<file path="src/rtl/skey_pkg.sv">
package skey_pkg;
  typedef enum logic [1:0] {
    ACC_LOAD  = 2'b00,
    ACC_STORE = 2'b01,
    ACC_FETCH = 2'b10,
    ACC_WALK  = 2'b11
  } acc_kind_e;

  localparam int KEY_W    = 8;
  localparam int FLAG_W   = 3;
  localparam int KB_REF   = 2;
  localparam int KB_CHG   = 1;
  localparam int FL_WRITE = 1;

  function automatic logic is_final_access(logic [1:0] kind);
    return kind != ACC_WALK;
  endfunction
endpackage

</file>
<file path="src/rtl/skey_front.sv">
module skey_front
  import skey_pkg::*;
#(
  parameter int ADDR_W    = 32,
  parameter int PAGE_BITS = 12,
  parameter int KEY_PAGES = 64,
  localparam int PN_W     = ADDR_W - PAGE_BITS,
  localparam int KIDX_W   = $clog2(KEY_PAGES)
) (
  input  logic              clk,
  input  logic              rst_n,
  input  logic              req_valid,
  input  logic [ADDR_W-1:0] req_addr,
  input  logic [1:0]        req_kind,
  input  logic [FLAG_W-1:0] req_flags,
  input  logic [PN_W:0]     mem_pages,
  output logic              s1_valid,
  output logic [KIDX_W-1:0] s1_kidx,
  output logic [1:0]        s1_kind,
  output logic [FLAG_W-1:0] s1_flags,
  output logic              s1_skip,
  output logic              s1_err
);
  logic [PN_W-1:0]   pnum;
  logic              skip_d, err_d;
  logic [KIDX_W-1:0] kidx_d;

  always_comb begin
    pnum   = req_addr[ADDR_W-1:PAGE_BITS];
    skip_d = ({1'b0, pnum} >= mem_pages);
    err_d  = (pnum >= PN_W'(KEY_PAGES));
    kidx_d = pnum[KIDX_W-1:0];
  end

  always_ff @(posedge clk or negedge rst_n) begin
    if (!rst_n) s1_valid <= 1'b0;
    else        s1_valid <= req_valid;
  end

  always_ff @(posedge clk or negedge rst_n) begin
    if (!rst_n) begin
      s1_kidx  <= '0;
      s1_kind  <= '0;
      s1_flags <= '0;
      s1_skip  <= 1'b0;
      s1_err   <= 1'b0;
    end else if (req_valid) begin
      s1_kidx  <= kidx_d;
      s1_kind  <= req_kind;
      s1_flags <= req_flags;
      s1_skip  <= skip_d;
      s1_err   <= err_d;
    end
  end
endmodule

</file>
<file path="src/rtl/skey_merge.sv">
module skey_merge
  import skey_pkg::*;
(
  input  logic              s1_valid,
  input  logic [1:0]        s1_kind,
  input  logic [FLAG_W-1:0] s1_flags,
  input  logic              s1_skip,
  input  logic              s1_err,
  input  logic [KEY_W-1:0]  rd_key,
  output logic              wb_en,
  output logic [KEY_W-1:0]  wb_key,
  output logic [FLAG_W-1:0] out_flags
);
  logic upd, is_store;

  always_comb begin
    is_store  = (s1_kind == ACC_STORE);
    upd       = s1_valid && is_final_access(s1_kind) && !s1_skip && !s1_err;
    wb_en     = upd;
    wb_key    = rd_key;
    wb_key[KB_REF] = 1'b1;
    if (is_store) wb_key[KB_CHG] = 1'b1;
    out_flags = s1_flags;
    if (upd && !is_store && !rd_key[KB_CHG]) out_flags[FL_WRITE] = 1'b0;
  end
endmodule

</file>
<file path="src/rtl/skey_array.sv">
module skey_array
  import skey_pkg::*;
#(
  parameter int KEY_PAGES = 64,
  localparam int KIDX_W   = $clog2(KEY_PAGES)
) (
  input  logic              clk,
  input  logic              rst_n,
  input  logic [KIDX_W-1:0] rd_idx,
  output logic [KEY_W-1:0]  rd_key,
  input  logic              wb_en,
  input  logic [KIDX_W-1:0] wb_idx,
  input  logic [KEY_W-1:0]  wb_key,
  input  logic [KIDX_W-1:0] host_page,
  input  logic              host_we,
  input  logic [KEY_W-1:0]  host_wdata,
  output logic [KEY_W-1:0]  host_rdata
);
  logic [KEY_W-1:0] key_q [KEY_PAGES];

  for (genvar g = 0; g < KEY_PAGES; g++) begin : g_row
    logic             hit_host, hit_wb, row_en;
    logic [KEY_W-1:0] row_d;

    always_comb begin
      hit_host = host_we && (host_page == KIDX_W'(g));
      hit_wb   = wb_en && (wb_idx == KIDX_W'(g));
      row_en   = hit_host || hit_wb;
      row_d    = hit_host ? host_wdata : wb_key;
    end

    always_ff @(posedge clk or negedge rst_n) begin
      if (!rst_n)      key_q[g] <= '0;
      else if (row_en) key_q[g] <= row_d;
    end
  end

  assign rd_key = key_q[rd_idx];

  always_ff @(posedge clk or negedge rst_n) begin
    if (!rst_n) host_rdata <= '0;
    else        host_rdata <= key_q[host_page];
  end

  a_r10_host_wins: assert property (@(posedge clk) disable iff (!rst_n)
    (host_we && wb_en && host_page == wb_idx)
      |=> key_q[$past(host_page)] == $past(host_wdata));

  a_r4_update_lands: assert property (@(posedge clk) disable iff (!rst_n)
    (wb_en && !(host_we && host_page == wb_idx))
      |=> key_q[$past(wb_idx)] == $past(wb_key));

  a_r10_other_page_lands: assert property (@(posedge clk) disable iff (!rst_n)
    (host_we && wb_en && host_page != wb_idx)
      |=> key_q[$past(host_page)] == $past(host_wdata));
endmodule

</file>
<file path="src/rtl/skey_rc_updater.sv">
module skey_rc_updater
  import skey_pkg::*;
#(
  parameter int ADDR_W    = 32,
  parameter int PAGE_BITS = 12,
  parameter int KEY_PAGES = 64,
  localparam int PN_W     = ADDR_W - PAGE_BITS,
  localparam int KIDX_W   = $clog2(KEY_PAGES)
) (
  input  logic              clk,
  input  logic              rst_n,
  input  logic              req_valid,
  input  logic [ADDR_W-1:0] req_addr,
  input  logic [1:0]        req_kind,
  input  logic [2:0]        req_flags,
  input  logic [PN_W:0]     mem_pages,
  output logic              rsp_done,
  output logic [2:0]        rsp_flags,
  input  logic [KIDX_W-1:0] host_page,
  input  logic              host_we,
  input  logic [7:0]        host_wdata,
  output logic [7:0]        host_rdata
);
  logic              s1_valid, s1_skip, s1_err, wb_en;
  logic [KIDX_W-1:0] s1_kidx;
  logic [1:0]        s1_kind;
  logic [FLAG_W-1:0] s1_flags, out_flags;
  logic [KEY_W-1:0]  rd_key, wb_key;

  skey_front #(.ADDR_W(ADDR_W), .PAGE_BITS(PAGE_BITS), .KEY_PAGES(KEY_PAGES)) u_front (
    .clk(clk), .rst_n(rst_n), .req_valid(req_valid), .req_addr(req_addr),
    .req_kind(req_kind), .req_flags(req_flags), .mem_pages(mem_pages),
    .s1_valid(s1_valid), .s1_kidx(s1_kidx), .s1_kind(s1_kind),
    .s1_flags(s1_flags), .s1_skip(s1_skip), .s1_err(s1_err)
  );

  skey_merge u_merge (
    .s1_valid(s1_valid), .s1_kind(s1_kind), .s1_flags(s1_flags),
    .s1_skip(s1_skip), .s1_err(s1_err), .rd_key(rd_key),
    .wb_en(wb_en), .wb_key(wb_key), .out_flags(out_flags)
  );

  skey_array #(.KEY_PAGES(KEY_PAGES)) u_array (
    .clk(clk), .rst_n(rst_n), .rd_idx(s1_kidx), .rd_key(rd_key),
    .wb_en(wb_en), .wb_idx(s1_kidx), .wb_key(wb_key),
    .host_page(host_page), .host_we(host_we), .host_wdata(host_wdata),
    .host_rdata(host_rdata)
  );

  always_ff @(posedge clk or negedge rst_n) begin
    if (!rst_n) rsp_done <= 1'b0;
    else        rsp_done <= s1_valid;
  end

  always_ff @(posedge clk or negedge rst_n) begin
    if (!rst_n)        rsp_flags <= '0;
    else if (s1_valid) rsp_flags <= out_flags;
  end

  a_r9_done_two_later: assert property (@(posedge clk) disable iff (!rst_n)
    req_valid |-> ##2 rsp_done);

  a_r9_done_has_cause: assert property (@(posedge clk) disable iff (!rst_n)
    rsp_done |-> $past(s1_valid));

  a_r6_flags_only_drop: assert property (@(posedge clk) disable iff (!rst_n)
    rsp_done |-> ((rsp_flags & ~$past(s1_flags)) == '0));

  a_r5_store_keeps_flags: assert property (@(posedge clk) disable iff (!rst_n)
    (s1_valid && s1_kind == ACC_STORE) |=> rsp_flags == $past(s1_flags));

  a_r3_no_update_when_bypassed: assert property (@(posedge clk) disable iff (!rst_n)
    (s1_valid && (s1_skip || s1_err || s1_kind == ACC_WALK)) |-> !wb_en);

  a_r8_walk_keeps_flags: assert property (@(posedge clk) disable iff (!rst_n)
    (s1_valid && s1_kind == ACC_WALK) |=> rsp_flags == $past(s1_flags));
endmodule

</file>
<file path="config.mk">
export PLATFORM = sky130hd
export DESIGN_NAME = skey_rc_updater
export DESIGN_NICKNAME = d
export VERILOG_FILES = /design/src/rtl/skey_pkg.sv /design/src/rtl/skey_front.sv /design/src/rtl/skey_merge.sv /design/src/rtl/skey_array.sv /design/src/rtl/skey_rc_updater.sv
export SDC_FILE = /design/constraint.sdc
export NUM_CORES = 1
export LEC_CHECK = 0
export BUFFER_PORTS_ARGS = -buffer_cell sky130_fd_sc_hd__buf_2
export CELL_PAD_IN_SITES_DETAIL_PLACEMENT = 1
export CELL_PAD_IN_SITES_GLOBAL_PLACEMENT = 1
export CORE_AREA = 4 4 220 222
export CTS_BUF_LIST = sky130_fd_sc_hd__clkbuf_4 sky130_fd_sc_hd__clkbuf_8
export CTS_CLUSTER_DIAMETER = 80
export CTS_CLUSTER_SIZE = 30
export DETAILED_ROUTE_END_ITERATION = 10
export DIE_AREA = 0 0 224 226
export HOLD_SLACK_MARGIN = 0.02
export PLACE_DENSITY = 0.94
export RECOVER_POWER = 50
export SLEW_MARGIN = 20
export SYNTH_ARGS = -nofsm -noshare
export SYNTH_HDL_FRONTEND = slang
export SYNTH_SLANG_ARGS = --single-unit
</file>
<file path="constraint.sdc">
create_clock -name clk -period 4.6 [get_ports clk]
set_input_delay 0.23 -clock clk [delete_from_list [all_inputs] [get_ports clk]]
set_output_delay 0.23 -clock clk [all_outputs]
set_load 0.05 [all_outputs]
</file>
==> results of run 1 <==
-- routing by layer --
layer / vias up / routed length, um / track usage (%) / part of all wire, %
met5: - / 8 / 0 / 0.0097
met4: 2 / 3690 / 12.6 / 4.5
met3: 303 / 6360 / 6.58 / 7.7
met2: 965 / 41100 / 54.2 / 50
met1: 9722 / 31100 / 41.5 / 38
li1: 7414 / - / - / -
-- flip-flops by register name, summed over array words and instances, names as in the netlist --
name and cells:
u_front.s1_skip 1, u_array.host_rdata 8, u_front.s1_flags 3, u_front.s1_kidx 6, rsp_done 1, u_front.s1_err 1
rsp_flags 3, u_front.s1_kind 2, u_array.key_q 512, u_front.s1_valid 1
-- critical path: stages (launching register included) --
cell	delay, ps
dfrtp_1	1200
mux2i_1	470
a2111oi_0	200
a32oi_1	410
o21ai_1	260
nor3_4	600
buf_12	250
o21ai_1	120
-- power by group through the flow --
stage | registers [mW] | clock network [mW] | logic (mW)
6_report | 5.83 | 2.39 | 2.09
5_1_grt | 5.88 | 2.60 | 2.22
4_1_cts | 5.80 | 2.41 | 2.06
3_5_place_dp | 5.89 | 0 | 2.02
3_3_place_gp | 5.77 | 0 | 1.85
2_1_floorplan | 5.74 | 0 | 1.36
-- worst max-delay path by stage --
| stage | start | to | slack, ps | cells past startpoint |
|---|---|---|---|---|
| 2_1_floorplan | u_front.s1_kidx[0]$_DFFE_PN0P_ | u_array.key_q[41]$_DFFE_PN0P_ | 2260 | 8 |
| 3_3_place_gp | host_page[0] | u_array.host_rdata[4]$_DFF_PN0_ | 1470 | 6 |
| 3_5_place_dp | u_front.s1_kidx[1]$_DFFE_PN0P_ | u_array.key_q[73]$_DFFE_PN0P_ | 1350 | 6 |
| 4_1_cts | u_front.s1_kidx[1]$_DFFE_PN0P_ | u_array.key_q[217]$_DFFE_PN0P_ | 1250 | 7 |
| 5_1_grt | u_front.s1_kidx[0]$_DFFE_PN0P_ | u_array.key_q[361]$_DFFE_PN0P_ | 940 | 7 |
| 6_report | u_front.s1_kidx[0]$_DFFE_PN0P_ | u_array.key_q[137]$_DFFE_PN0P_ | 920 | 7 |
-- stage by stage --
step	worst slack [ps]	total power, mW	utilization (%)	cells
after global placement	1470	7.62	59.5	2574
after CTS	1250	10.3	61.3	2638
after detailed placement	1350	7.91	59.5	2574
final	919	10.3	61.4	2642
after global routing	941	10.7	61.4	2642
after floorplan	2260	7.10	-	2009
-- synth_stat cells, types with 10 or more instances --
cell type,number
a211oi_1,12
a21oi_1,121
a22oi_1,23
a31oi_1,24
and3_1,23
buf_1,24
buf_2,21
clkbuf_1,106
dfrtp_1,538
ha_1,20
inv_1,32
mux2_2,426
mux2i_1,35
mux4_2,166
nand2_1,156
nand3_1,26
nor2_1,90
nor3_1,12
o21ai_0,58
o21ai_1,10
-- cells by family (layout without fill, tap and decap cells) --
kind of cell	count (synthesis)	after routing	share of synthesized area, %
flops	538	538	50.5
fa+ha+maj	20	20	0.938
buf+inv	187	211	2.86
simple gates	359	359	6.12
other cells	0	2	0
compound gates	265	265	5.66
mux	640	640	33.9
-- layout make-up --
cell class | instances | area (sq um) | area share (%)
sequential | 538 | 13500 | 47.3
multi-input combinational | 1284 | 12500 | 43.9
timing repair buffer | 133 | 975 | 3.42
tap | 607 | 759 | 2.67
clock buffer | 28 | 379 | 1.33
clock inverter | 18 | 258 | 0.905
inverter | 32 | 120 | 0.422
antenna | 2 | 5.00 | 0.0176
==> results.cfg, run 1 <==
[power_and_ir_drop]
p_leak_nw = 12.7
p_sw_mw = 3.21
seqPwrFrac_pct = 56.5
pwr_density_cell_mw_per_mm2 = 362
power_frac_clock_pct = 23.2
p_int_mw = 7.10
peakVddDrop_mv = 0.234
switching_share_pct = 31.2
comb_power_share_pct = 20.3

[timing]
skew_ps = 26.1
period_needed_ps = 3680
hold_ws_ps = 104
worst_pin_slew_ps = 3080
hold_viol = 0
maxSlewHeadroom_pct = -105
rsz0062_at_grt = no
fmax_mhz = 272
fin_setup_tns_ps = 0
report.final.setup_viol = 0
min_period_over_period_pct = 80.0
drv_slew = 114

[place]
port_buffers = 75
routabilityCongestion = 0.919
place_area_sq_mm = 0.0276
detailed_place_hpwl_um = 54600

[clocking]
numCtsBuffers = 27
cts_resized = 0
clk_pin_slew_ps = 160
clk_path_buf_depth = 3
postCtsSetupBuffers = 0
clock_sinks = 538
cts-htree-levels = 1
cts-hold-fix-buffers = 18
cts_tree = done
clk-insertion-delay-late_ps = 690
cts_root_buf = clkbuf_8

[finish]
fin_area_sq_mm = 0.0285
area_growth_pct = 6.75
final_common_cell = dfrtp_1
drive_gt1_share_pct = 38.0
most-common-layout-cells = 538 x dfrtp_1, 425 x mux2_2, 166 x mux4_2, 156 x nand2_1, 121 x a21oi_1
nFillCells = 4403
num-nets-final = 2112

[floorplanning]
initial_core_util_pct = 57.5
chipWidth_um = 224
num_rows = 79
dieArea_sq_mm = 0.0506
dieHeight_um = 226
core_sq_mm = 0.0464
ioPinCount = 88

[yosys]
synth_cells = 2009
ys_types = 47
synth_top_area_share_pct = 50.5
synth_seq_area_share_pct = 50.5
async_flop_share_pct = 100
synth_edf_count = 0
avgSynthCellArea_sq_um = 13.3
yosysTopAreaCell = dfrtp_1
ys_ff_latch = 538
syn_area_sq_mm = 0.0267
synth_fp_nets = 2105
yosys_warnings = 0
synth_top_cells_by_area = dfrtp_1 50%, mux2_2 18%, mux4_2 14%
synth_flop_cell = dfrtp_1

[drt]
drt.antenna.violating_nets = 0
via_per_inst = 6.97
drt-wirelength-per-cell_um = 31.1
drc = 0
first_pass_iters = 8
vias = 18400
drt-total-wl_um = 82200
drt_iter0_drc = 2138

[run_status]
status = finished with violations
violations = capacitance limit, slew limit

[global_routing]
globalRouteTotalUtil_pct = 32.2
grt_pass1_wl_um = 126000
grt-ovfl-total = 0
grt_antenna_before_repair = 4
grt_start_max_net_pins = 125
grt_pass1_vias = 20400

[worst_setup_path]
end_kind = flip-flop
rrSetupSlack_ps = 920
r2r-start = u_front.s1_kidx[0]$_DFFE_PN0P_
cp.arrival_ps = 4240
critical_path_class = reg -> reg
rr_endpoint = u_array.key_q[137]$_DFFE_PN0P_
critPathMaxFanout = 21
crit_path_start_kind = flip-flop
crit_required_ps = 5160
r2r_cells = 7

[min_path]
holdPathEnd = u_front.s1_skip$_DFFE_PN0P_
hold_class = in -> reg
hold_depth = 4
hold_start = req_addr[31]

[job]
cap_violations = 1
(Power assumes the default switching activity.)
==> inputs of run 2 (changes only) <==
CORE_AREA = 4 4 239 241   (was 4 4 220 222)
DIE_AREA = 0 0 243 245   (was 0 0 224 226)
PLACE_DENSITY = 0.85   (was 0.94)
clock period = 3.2 ns   (was 4.6 ns; I/O delays follow)
==> results.cfg, run 2 (same netlist as run 1, synthesis figures left out) <==
[floorplanning]
dieHeight_um = 245
num_rows = 86
core_sq_mm = 0.0549
chipWidth_um = 243
ioPinCount = 88
initial_core_util_pct = 48.6
dieArea_sq_mm = 0.0595

[finish]
multiInputGateArea_sq_mm = 0.0125
most-common-layout-cells = 537 x dfrtp_1, 424 x mux2_2, 166 x mux4_2, 156 x nand2_1, 121 x a21oi_1
largest_register = u_array.key_q
area_growth_pct = 9.82
num-nets-final = 2204
seq_area_sq_mm = 0.0135
final_common_cell = dfrtp_1
fin_area_sq_mm = 0.0293
reg.largest.list = u_array.key_q x512, u_array.host_rdata x8, u_front.s1_kidx x6
largest_reg_flops = 512
nFillCells = 5411
drive_gt1_share_pct = 39.6

[place]
port_buffers = 75
place_area_sq_mm = 0.0284
routabilityCongestion = 0.906
detailed_place_hpwl_um = 54700

[drt]
drt.antenna.violating_nets = 0
first_pass_iters = 5
wl_met2_um = 39500
via_per_inst = 6.49
vias = 18400
met1Wirelength_um = 31400
highest_layer = met5
drt-wirelength-per-cell_um = 28.2
drt_iter0_drc = 1575
routed-wl-met3_um = 5470
drt-total-wl_um = 80000
drc = 0

[power_and_ir_drop]
pwr_density_cell_mw_per_mm2 = 507
peakVddDrop_mv = 0.300
p_leak_nw = 13.2

[min_path]
hold_depth = 4
hold_start = req_addr[31]
holdPathEnd = u_front.s1_skip$_DFFE_PN0P_
hold_class = in -> reg

[global_routing]
globalRouteTotalUtil_pct = 26.9
grt_pass1_wl_um = 124000
grt_antenna_before_repair = 3
grt-ovfl-total = 0
grt_pass1_vias = 20500
grt_start_max_net_pins = 89

[clocking]
cts_root_buf = clkbuf_8
cts-htree-levels = 1
clk-insertion-delay-late_ps = 690
clock_sinks = 538
clk_pin_slew_ps = 150
cts_tree = done
cts_resized = 0
clk_path_buf_depth = 3
numCtsBuffers = 28

[worst_setup_path]
rrSetupSlack_ps = 310
end_kind = flip-flop
worstSetupPathDepth = 6
slowest_delay_ps = 630
path_cells = mux2i_1, a22oi_1, a32oi_1, o221ai_2, mux2_1, mux2_2
rr_endpoint = u_array.key_q[121]$_DFFE_PN0P_
r2r_cells = 6
critPathMaxFanout = 16
r2r-start = u_front.s1_kidx[0]$_DFFE_PN0P_
cp_slowest_cell = dfrtp_2
crit_buf_inv = 0
critPathTopFamily = multiplexers
critical_path_class = reg -> reg
crit_path_start_kind = flip-flop
cp.arrival_ps = 3470
critPathLaunch = u_front.s1_kidx[0]$_DFFE_PN0P_
crit_required_ps = 3790

[timing]
skew_ps = 35.3
maxSlewHeadroom_pct = 12.2
period_needed_ps = 2890
worst_pin_slew_ps = 1320
fmax_mhz = 346
min_period_over_period_pct = 90.3
hold_viol = 0
rsz0062_at_grt = no
fin_setup_tns_ps = 0
report.final.setup_viol = 0
drv_slew = 0

[run_status]
status = finished, final reports clean

[job]
cap_violations = 0
-- run 2: how the worst max path moves through the flow --
stage                                                end
after floorplan            u_array.key_q[41]$_DFFE_PN0P_
after global placement    u_array.key_q[345]$_DFFE_PN0P_
after detailed placement  u_array.key_q[222]$_DFFE_PN0P_
after CTS                 u_array.key_q[121]$_DFFE_PN0P_
after global routing      u_array.key_q[103]$_DFFE_PN0P_
final                     u_array.key_q[121]$_DFFE_PN0P_
-- run 2: final cells by class --
cell class,count,share of cell area (%)
inverters,32,0.410
well taps,704,3.01
flip-flops and latches,538,46.0
clock buffers,34,1.53
repair buffers,224,5.69
multi-input cells,1284,42.5
diodes,2,0.0171
clock inverters,16,0.824
-- run 2: where the power goes --
part	switching, mW	leakage (nW)	internal [mW]
clock network	2.36	0.353	1.21
logic	1.46	5.97	1.50
registers	0.600	6.85	7.72
-- run 2: tightest hold or removal path: cells and delay by family --
| family | cells | cell delay (ps) |
|---|---|---|
| buffers and inverters | 1 | 100 |
| adders and majority gates | 1 | 250 |
| AOI/OAI and AO/OA | 2 | 230 |
-- run 2: metal layers --
metal / global-route usage [%] / vias to the layer above
met2: 45.3 / 768
li1: - / 7605
met5: 0 / -
met4: 11.8 / 2
met1: 34.7 / 9770
met3: 4.39 / 235
-- run 2: repair_timing --
item                                   in CTS  in global routing
buffers inserted                            0                  0
hold buffers                               29                  0
endpoints found under the hold margin     502                  0
-- run 2: metrics by stage --
step	instances	util (%)	worst slack [ps]	power (mW)	hold WS, ps
after CTS	2832	53.6	373	14.9	32.6
after floorplan	2009	-	862	10.2	-136
after global placement	2752	51.7	334	11.0	160
after global routing	2834	53.4	194	15.5	60.0
final	2834	53.4	311	14.9	78.0
after detailed placement	2753	51.8	267	11.3	165
